`src/rtl/virq_pkg.sv`:
```
package virq_pkg;

  localparam int NSRC  = 64;
  localparam int HALFW = 32;
  localparam int VECW  = 8;
  localparam int SRCIW = $clog2(NSRC);

  typedef enum logic [3:0] {
    RG_NONE, RG_ID, RG_MASK, RG_FWD, RG_EDGE, RG_CLR,
    RG_AUTO, RG_POL, RG_ROUTE, RG_VEC, RG_IRR, RG_ISR
  } region_e;

  // pick one 32-bit half of a 64-bit register
  function automatic logic [HALFW-1:0] f_half(input logic [NSRC-1:0] v, input logic hi);
    return hi ? v[NSRC-1:HALFW] : v[HALFW-1:0];
  endfunction

  // replace one half, keep the other
  function automatic logic [NSRC-1:0] f_merge(input logic [NSRC-1:0] v, input logic hi,
                                              input logic [HALFW-1:0] d);
    return hi ? {d, v[HALFW-1:0]} : {v[NSRC-1:HALFW], d};
  endfunction

  // place a 32-bit per-source bit set at its 64-bit position
  function automatic logic [NSRC-1:0] f_spread(input logic hi, input logic [HALFW-1:0] d);
    return hi ? {d, {HALFW{1'b0}}} : {{HALFW{1'b0}}, d};
  endfunction

  // low address bits must be zero for the access size
  function automatic logic f_misaligned(input logic [2:0] a, input logic [1:0] sz);
    case (sz)
      2'd0:    return 1'b0;
      2'd1:    return a[0];
      2'd2:    return |a[1:0];
      default: return |a[2:0];
    endcase
  endfunction

endpackage

```
`src/rtl/virq_lowpick.sv`:
```
module virq_lowpick #(
  parameter int N  = 64,
  parameter int IW = $clog2(N)
) (
  input  logic          clk,
  input  logic          rst_n,
  input  logic [N-1:0]  req_i,
  output logic          any_o,
  output logic [IW-1:0] idx_o
);

  always_comb begin
    idx_o = '0;
    for (int i = N - 1; i >= 0; i--) begin
      if (req_i[i]) idx_o = IW'(i);
    end
  end

  assign any_o = |req_i;

  AST_PICK_IS_SET:  assert property (@(posedge clk) disable iff (!rst_n)
    any_o |-> req_i[idx_o]);
  AST_PICK_LOWEST:  assert property (@(posedge clk) disable iff (!rst_n)
    any_o |-> ((req_i & ~({N{1'b1}} << idx_o)) == '0));

endmodule

```
`src/rtl/virq_vectab.sv`:
```
module virq_vectab #(
  parameter int N  = 64,
  parameter int W  = 8,
  parameter int IW = $clog2(N)
) (
  input  logic          clk,
  input  logic          rst_n,
  input  logic          we,
  input  logic [IW-1:0] waddr,
  input  logic [W-1:0]  wdata,
  input  logic [IW-1:0] ra,
  output logic [W-1:0]  rda,
  input  logic [IW-1:0] rb,
  output logic [W-1:0]  rdb
);

  logic [W-1:0] ent [N];

  for (genvar g = 0; g < N; g++) begin : g_ent
    always_ff @(posedge clk) begin
      if (!rst_n)                        ent[g] <= '0;
      else if (we && waddr == IW'(g))    ent[g] <= wdata;
    end
  end

  assign rda = ent[ra];
  assign rdb = ent[rb];

endmodule

```
`src/rtl/virq_regdec.sv`:
```
module virq_regdec
  import virq_pkg::*;
#(
  parameter int AW        = 10,
  parameter int OFF_ID    = 'h000,
  parameter int OFF_MASK  = 'h020,
  parameter int OFF_FWD   = 'h040,
  parameter int OFF_EDGE  = 'h060,
  parameter int OFF_CLR   = 'h080,
  parameter int OFF_AUTO0 = 'h0C0,
  parameter int OFF_AUTO1 = 'h0E0,
  parameter int OFF_ROUTE = 'h100,
  parameter int OFF_VEC   = 'h200,
  parameter int OFF_IRR   = 'h380,
  parameter int OFF_ISR   = 'h3A0,
  parameter int OFF_POL   = 'h3E0
) (
  input  logic [AW-1:0]    addr,
  input  logic [1:0]       size,
  input  logic             write,
  output region_e          region,
  output logic             hi,
  output logic [SRCIW-1:0] bidx,
  output logic             err
);

  localparam int REGB = 8;

  function automatic logic in_rng(input logic [AW-1:0] a, input int base, input int span);
    return (int'(a) >= base) && (int'(a) < base + span);
  endfunction

  always_comb begin
    region = RG_NONE;
    bidx   = '0;
    hi     = addr[2];
    if      (in_rng(addr, OFF_ID,    REGB)) region = RG_ID;
    else if (in_rng(addr, OFF_MASK,  REGB)) region = RG_MASK;
    else if (in_rng(addr, OFF_FWD,   REGB)) region = RG_FWD;
    else if (in_rng(addr, OFF_EDGE,  REGB)) region = RG_EDGE;
    else if (in_rng(addr, OFF_CLR,   REGB)) region = RG_CLR;
    else if (in_rng(addr, OFF_AUTO0, REGB)) region = RG_AUTO;
    else if (in_rng(addr, OFF_AUTO1, REGB)) region = RG_AUTO;
    else if (in_rng(addr, OFF_POL,   REGB)) region = RG_POL;
    else if (in_rng(addr, OFF_IRR,   REGB)) region = RG_IRR;
    else if (in_rng(addr, OFF_ISR,   REGB)) region = RG_ISR;
    else if (in_rng(addr, OFF_ROUTE, NSRC)) begin
      region = RG_ROUTE;
      bidx   = SRCIW'(int'(addr) - OFF_ROUTE);
    end
    else if (in_rng(addr, OFF_VEC, NSRC)) begin
      region = RG_VEC;
      bidx   = SRCIW'(int'(addr) - OFF_VEC);
    end
    err = f_misaligned(addr[2:0], size)
        || (region == RG_NONE)
        || (write  && (region == RG_ID || region == RG_IRR || region == RG_ISR))
        || (!write && region == RG_CLR);
  end

endmodule

```
`src/rtl/vec_irq_ctrl.sv`:
```
module vec_irq_ctrl
  import virq_pkg::*;
#(
  parameter int          AW        = 10,
  parameter int          OFF_ID    = 'h000,
  parameter int          OFF_MASK  = 'h020,
  parameter int          OFF_FWD   = 'h040,
  parameter int          OFF_EDGE  = 'h060,
  parameter int          OFF_CLR   = 'h080,
  parameter int          OFF_AUTO0 = 'h0C0,
  parameter int          OFF_AUTO1 = 'h0E0,
  parameter int          OFF_ROUTE = 'h100,
  parameter int          OFF_VEC   = 'h200,
  parameter int          OFF_IRR   = 'h380,
  parameter int          OFF_ISR   = 'h3A0,
  parameter int          OFF_POL   = 'h3E0,
  parameter logic [31:0] ID_LOW    = 32'h5A00_0001,
  parameter logic [7:0]  ID_VER    = 8'h01,
  parameter logic [15:0] ID_TOP    = 16'd31
) (
  input  logic             clk,
  input  logic             rst_n,
  input  logic [63:0]      src_i,
  input  logic             req_valid,
  input  logic             req_write,
  input  logic [AW-1:0]    req_addr,
  input  logic [1:0]       req_size,
  input  logic [31:0]      req_wdata,
  output logic             req_ready,
  output logic             rsp_valid,
  output logic [31:0]      rsp_rdata,
  output logic             rsp_err,
  output logic             evt_valid,
  input  logic             evt_ready,
  output logic [7:0]       evt_vec,
  output logic             evt_level
);

  // ---------------- state ----------------
  logic [NSRC-1:0] irr_q, isr_q, mask_q, fwd_q, edge_q, seen_q, pend_q, lvl_q;
  logic [NSRC-1:0] irr_d, isr_d, mask_d, fwd_d, edge_d, seen_d, pend_d, lvl_d;

  // ---------------- named internal events ----------------
  logic             idle, acc, wr_ok;
  logic [NSRC-1:0]  hit_up, hit_dn;          // assert / deassert rule firings
  logic [NSRC-1:0]  rise, fall;              // input transitions in a sample cycle
  logic             sample;                  // inputs examined this cycle
  logic             evt_fire;
  logic [NSRC-1:0]  clr_sel;

  // ---------------- decode ----------------
  region_e          dec_region;
  logic             dec_hi, dec_err;
  logic [SRCIW-1:0] dec_bidx;

  virq_regdec #(
    .AW(AW), .OFF_ID(OFF_ID), .OFF_MASK(OFF_MASK), .OFF_FWD(OFF_FWD),
    .OFF_EDGE(OFF_EDGE), .OFF_CLR(OFF_CLR), .OFF_AUTO0(OFF_AUTO0),
    .OFF_AUTO1(OFF_AUTO1), .OFF_ROUTE(OFF_ROUTE), .OFF_VEC(OFF_VEC),
    .OFF_IRR(OFF_IRR), .OFF_ISR(OFF_ISR), .OFF_POL(OFF_POL)
  ) u_dec (
    .addr(req_addr), .size(req_size), .write(req_write),
    .region(dec_region), .hi(dec_hi), .bidx(dec_bidx), .err(dec_err)
  );

  // ---------------- event picker ----------------
  logic             pick_any;
  logic [SRCIW-1:0] pick_idx;

  virq_lowpick #(.N(NSRC)) u_pick (
    .clk(clk), .rst_n(rst_n), .req_i(pend_q), .any_o(pick_any), .idx_o(pick_idx)
  );

  // ---------------- vector table ----------------
  logic            vec_we;
  logic [VECW-1:0] vec_rda, vec_rdb;

  virq_vectab #(.N(NSRC), .W(VECW)) u_vec (
    .clk(clk), .rst_n(rst_n),
    .we(vec_we), .waddr(dec_bidx), .wdata(req_wdata[VECW-1:0]),
    .ra(dec_bidx), .rda(vec_rda), .rb(pick_idx), .rdb(vec_rdb)
  );

  assign idle      = !pick_any;
  assign req_ready = idle;
  assign acc       = req_valid && idle;
  assign wr_ok     = acc && req_write && !dec_err;
  assign vec_we    = wr_ok && dec_region == RG_VEC;
  assign sample    = idle && !acc;
  assign rise      = sample ? (src_i & ~seen_q) : '0;
  assign fall      = sample ? (~src_i & seen_q) : '0;

  assign evt_valid = pick_any;
  assign evt_vec   = vec_rdb;
  assign evt_level = lvl_q[pick_idx];
  assign evt_fire  = evt_valid && evt_ready;

  // ---------------- next state ----------------
  logic [HALFW-1:0] old_h;

  always_comb begin
    irr_d   = irr_q;
    mask_d  = mask_q;
    fwd_d   = fwd_q;
    edge_d  = edge_q;
    seen_d  = seen_q;
    hit_up  = '0;
    hit_dn  = '0;
    clr_sel = '0;
    old_h   = f_half(mask_q, dec_hi);

    if (wr_ok) begin
      case (dec_region)
        RG_MASK: begin
          mask_d = f_merge(mask_q, dec_hi, req_wdata);
          hit_up = f_spread(dec_hi, old_h & ~req_wdata) & irr_q & ~mask_d;
          hit_dn = f_spread(dec_hi, ~old_h & req_wdata) & isr_q & ~irr_q;
        end
        RG_FWD:  fwd_d  = f_merge(fwd_q, dec_hi, req_wdata);
        RG_EDGE: edge_d = f_merge(edge_q, dec_hi, req_wdata);
        RG_CLR: begin
          clr_sel = f_spread(dec_hi, req_wdata) & irr_q & edge_q;
          irr_d   = irr_q & ~clr_sel;
          hit_dn  = clr_sel & isr_q & ~irr_d;
        end
        default: ;
      endcase
    end else if (sample) begin
      seen_d = src_i;
      irr_d  = (irr_q | rise) & ~(fall & ~edge_q);
      hit_up = rise & irr_d & ~mask_q;
      hit_dn = fall & ~edge_q & isr_q & ~irr_d;
    end

    isr_d = (isr_q | hit_up) & ~hit_dn;

    if (idle) begin
      pend_d = hit_up | hit_dn;
      lvl_d  = hit_up;
    end else begin
      pend_d = evt_fire ? (pend_q & ~(NSRC'(1) << pick_idx)) : pend_q;
      lvl_d  = lvl_q;
    end
  end

  // ---------------- read data ----------------
  logic [31:0] rd_data;

  always_comb begin
    case (dec_region)
      RG_ID:    rd_data = dec_hi ? {ID_TOP, 8'h00, ID_VER} : ID_LOW;
      RG_MASK:  rd_data = f_half(mask_q, dec_hi);
      RG_FWD:   rd_data = f_half(fwd_q, dec_hi);
      RG_EDGE:  rd_data = f_half(edge_q, dec_hi);
      RG_IRR:   rd_data = f_half(irr_q, dec_hi);
      RG_ISR:   rd_data = f_half(isr_q, dec_hi);
      RG_ROUTE: rd_data = 32'd1;
      RG_VEC:   rd_data = {{(32-VECW){1'b0}}, vec_rda};
      default:  rd_data = '0;
    endcase
  end

  always_ff @(posedge clk) begin
    if (!rst_n) begin
      irr_q  <= '0; isr_q  <= '0; mask_q <= '0; fwd_q <= '0;
      edge_q <= '0; seen_q <= '0; pend_q <= '0; lvl_q <= '0;
      rsp_valid <= 1'b0; rsp_err <= 1'b0; rsp_rdata <= '0;
    end else begin
      irr_q  <= irr_d;  isr_q  <= isr_d;  mask_q <= mask_d; fwd_q <= fwd_d;
      edge_q <= edge_d; seen_q <= seen_d; pend_q <= pend_d; lvl_q <= lvl_d;
      rsp_valid <= acc;
      rsp_err   <= acc && dec_err;
      rsp_rdata <= (acc && !req_write && !dec_err) ? rd_data : '0;
    end
  end

  // ---------------- assertions ----------------
  AST_EVT_HOLD:    assert property (@(posedge clk) disable iff (!rst_n)
    (evt_valid && !evt_ready) |=> (evt_valid && $stable(evt_vec) && $stable(evt_level)));
  AST_BUSY_STALL:  assert property (@(posedge clk) disable iff (!rst_n)
    evt_valid |-> !req_ready);
  AST_DRAIN_ONE:   assert property (@(posedge clk) disable iff (!rst_n)
    evt_fire |=> ($countones(pend_q) == $countones($past(pend_q)) - 1));
  AST_ISR_SUBSET:  assert property (@(posedge clk) disable iff (!rst_n)
    (isr_q & ~irr_q) == '0);
  AST_EDGE_KEEP:   assert property (@(posedge clk) disable iff (!rst_n)
    (sample && (fall & edge_q & irr_q) != '0) |=> ((irr_q & $past(fall & edge_q & irr_q)) == $past(fall & edge_q & irr_q)));
  AST_RSP_NEXT:    assert property (@(posedge clk) disable iff (!rst_n)
    acc |=> rsp_valid);
  AST_ERR_NOWRITE: assert property (@(posedge clk) disable iff (!rst_n)
    (acc && req_write && dec_err) |=> ($stable(mask_q) && $stable(edge_q) && $stable(irr_q)));

endmodule

```
`config.mk`:
```
export PLATFORM = sky130hd
export DESIGN_NAME = vec_irq_ctrl
export DESIGN_NICKNAME = d
export VERILOG_FILES = /design/src/rtl/virq_pkg.sv /design/src/rtl/virq_lowpick.sv /design/src/rtl/virq_vectab.sv /design/src/rtl/virq_regdec.sv /design/src/rtl/vec_irq_ctrl.sv
export SDC_FILE = /design/constraint.sdc
export NUM_CORES = 2
export LEC_CHECK = 0
export BUFFER_PORTS_ARGS = -buffer_cell sky130_fd_sc_hd__buf_2
export CORE_MARGIN = 2
export CORE_UTILIZATION = 31
export DETAILED_ROUTE_END_ITERATION = 16
export PLACE_DENSITY = 0.5
export SYNTH_ARGS = -nofsm -noshare
export SYNTH_HDL_FRONTEND = slang
export SYNTH_HIERARCHICAL = 1
export SYNTH_SLANG_ARGS = --single-unit
```
`constraint.sdc`:
```
create_clock -name clk -period 4.35 [get_ports clk]
set_input_delay 0.435 -clock clk [delete_from_list [all_inputs] [get_ports clk]]
set_output_delay 0.435 -clock clk [all_outputs]
set_load 0.1 [all_outputs]
```
==> key figures <==
Finish
  • Synth-to-Final Area Change: 21.8%
  • Layout net count: 5955
  • Fin util: 0.379
  • Final Cell Area: 67400 um^2
  • Share of cells above drive strength 1: 0.210
  • Fill count: around 17k

Detailed routing
  • # DRC: 0
  • Via count: approximately 47k
  • Routed vias/inst: around 5.7
  • Antenna viol nets, final: 0
  • Routed wire per std cell: 27.2 um
  • Routed WL: between 200000 and 250000 um
  • Drt initial violations: 5181
  • DRT Pass-1 Iters: 10

Die
  • Site Rows: 155
  • Die width: 427 um
  • DIE AREA: 182000 um^2
  • Io pins: 158
  • Initial Utilization: 0.311
  • CORE AREA: roughly 180000 um^2
  • Chip height: 427 um

Worst setup path
  • Critical path peak fanout: 8
  • Worst setup EP type: output port
  • CP required: between 3 and 4 ns
  • Startpoint class of the critical path: flip-flop
  • Kind of critical path: reg2out
  • Slowest CP cell: mux4_2
  • Crit path DAT: 4.40 ns
  • R2R Path Start: pend_q[23]
  • CP peak stage delay: between 0.5 and 0.6 ns
  • Crit path from: pend_q[62]
  • CP Cell Sequence: nand2b_4 -> a221oi_2 -> o211ai_1 -> o211a_1 -> o311ai_4 -> buf_8 -> buf_12 -> buf_8 -> mux4_2 -> o22ai_2 -> nor2_2 -> a21oi_2 -> o211ai_1 -> clkbuf_16

Synth
  • Yosys reg bits: 1058
  • Synth Instances: about 5.5k
  • Synth warn: 6
  • EDFF count, synth: 512
  • Ys async rst share: 0
  • Mean Syn Cell Area: 10.1 um^2
  • Post-synth top flop: dfxtp_1
  • Post-Syn Area: roughly 55000 um^2
  • Synth unique cells: 92
  • Syn_nets: 5591
  • Sequential area share after synthesis: 0.475

Global route
  • Initial antenna violation count: 6
  • GRT Resource Usage Total: 0.241
  • Vias in the first global route: 45.0k
  • Total grt overflow: 0
  • Global-route wire length before repair: 322000 um
  • Largest net degree at the start of global routing: 109

Placement
  • Post-Place Cell Area: 61400 um^2
  • Dpl ws: -0.147 ns
  • Routability cong.: about 0.95
  • Input/output buffers: between 150 and 200
  • Detail Placement HPWL: 156000 um

STA
  • Crit path time final: 4.83 ns
  • Worst-Margin Slew: 1.20 ns
  • Worst Skew: 0.0356 ns
  • Max-slew violation count: 0
  • FMAX: approximately 210 MHz
  • Slew margin rel.: 0.197
  • Period utilization: 1.11
  • RSZ-0062 raised after global routing: true
  • Final WS setup: -0.485 ns
  • Setup-failing EPs final: 9
  • Fin. Hold Viols: 0

Run status
  • Status: finished with violations
  • Failing checks: setup timing

CTS
  • CTS Root Cell: clkbuf_16
  • Clk buf depth: 3
  • Clock transition at path regs: ~0.060 ns
  • TritonCTS clock tree: built
  • Num CTS Buffers: 121
  • Clock sinks: 1058
  • Worst skew pair latency: 0.80 ns
  • H-tree depth: 3

Worst hold path
  • Worst Hold Launch: req_wdata[0]
  • Hold Path Class: in2reg

Flow run
  • Max_cap viols: 0

Power
  • Power per cell area: 887 nW/um^2
  • PnR Total Power: 0.0598 W
  • Lkg Pwr: roughly 23 nW
  • Maximum VDD drop: 2.09 mV
Yosys cell counts, types with 17 or more instances:
master    instances  area [um^2]
nor2b_1          37          231
nand2b_1         35          219
nand4_1          30          188
buf_2            63          315
nand2_1         695         2610
nor2_1          354         1330
o31ai_1          45          338
nand3b_1        107          803
buf_4            17          128
a31oi_1          46          288
o211ai_1         24          180
a21oi_1         427         2140
dfxtp_1         546        10900
inv_1            99          372
nor4b_1          20          175
a22o_1           22          193
mux2_2           23          259
a221oi_1         71          622
and3_1           17          106
o221ai_1         21          184
o21ai_0         212         1060
nor3b_1          28          210
and2_1          527         3300
o31a_1           37          324
nand3_1         171          856
nor4_1           18          113
o211a_1          19          190
nor3_1           62          310
clkbuf_1        312         1170
o22ai_1         149          932
a22oi_1          43          323
edfxtp_1        512        15400
o21bai_1         19          143
mux4_2          243         5470
mux2i_1         139         1390
a211oi_1         22          165
o32a_1           29          290
buf_1            44          165
critical path: cells and delay by family (launching register included):
kind                   cells  cell delay [ns]
AO/OA/AOI/OAI              7             1.74
buffers and inverters      4             0.77
flip-flops                 1             0.34
multiplexers               1             0.53
AND/OR/NAND/NOR            2             0.22
cells in the final DEF, fill, tap and decap left out, types with 57 or more instances in the layout:
cell           instances
nand2_1              689
nor2_1               348
nand3_1              160
edfxtp_1             512
buf_2                146
nand3b_1             107
mux2i_1              137
and2_1               524
a221oi_1              70
inv_1                 99
buf_4                367
dlygate4sd3_1         90
clkbuf_16            125
nor3_1                57
o21ai_0              162
mux4_2               250
o22ai_1              131
a21oi_1              423
dfxtp_1              539
area by class of cell:
type,count,area (um^2),share of cell area
flip-flops and latches,1058,26300,0.390
diodes,4,10.0,0.000148
well taps,2355,2950,0.0437
clock buffers,164,3360,0.0499
inverters,100,383,0.00568
clock inverters,60,676,0.0100
repair buffers,688,6000,0.0890
multi-input cells,3873,27700,0.411
state kept, by name, summed over array words and instances, names as in the netlist:
signal     count
rsp_rdata     32
lvl_q         64
rsp_err        1
u_vec/ent    512
edge_q        64
isr_q         64
seen_q        64
fwd_q         64
mask_q        64
rsp_valid      1
pend_q        64
irr_q         64
worst paths after layout:
path,slack (ns),depth (start not counted),to
setup / recovery,-0.48,14,evt_level
hold / removal,0.06,3,fwd_q[0]
setup reg to reg,0.21,11,u_vec/ent[13][4]
hold reg to reg,0.45,2,fwd_q[48]
power breakdown:
| part | total [W] | internal, W | switching [W] |
|---|---|---|---|
| clock | 0.0105 | 0.00602 | 0.00450 |
| sequential | 0.0123 | 0.0114 | 0.000904 |
| combinational | 0.0370 | 0.0157 | 0.0213 |
| total | 0.0598 | 0.0331 | 0.0267 |
timing repair:
item	CTS	global route
endpoints found under the hold margin	236	0
gates resized for setup	132	24
cloned	6	1
hold buffers	90	0
buffers inserted	21	9
pin swaps	46	26
endpoints found under the setup margin	9	9
routing by layer:
metal,vias up,GRT usage,wire length [um]
met4,4,0.0963,9530
met5,-,0,29
met3,379,0.0379,17200
met1,23700,0.335,97200
met2,2150,0.374,101000
li1,21000,-,-
metrics by stage:
step,hold WS (ns),setup TNS (ns),instances
floorplan,0.431,-69.90,5478
finish,0.0580,-3.84,8302
global route,0.0618,-4.56,8299
global placement,0.438,-0.173,7951
detailed placement,0.441,-0.199,7951
CTS,0.0121,-4.15,8291
logic make-up after synthesis:
kind of cell,Yosys count,synth area share
mux,419,0.135
compound gates,1278,0.147
buf+inv,547,0.0414
flops,1058,0.475
simple gates,2174,0.200
xor+xnor,2,0.000317
Power figures use the tool's default switching activity.
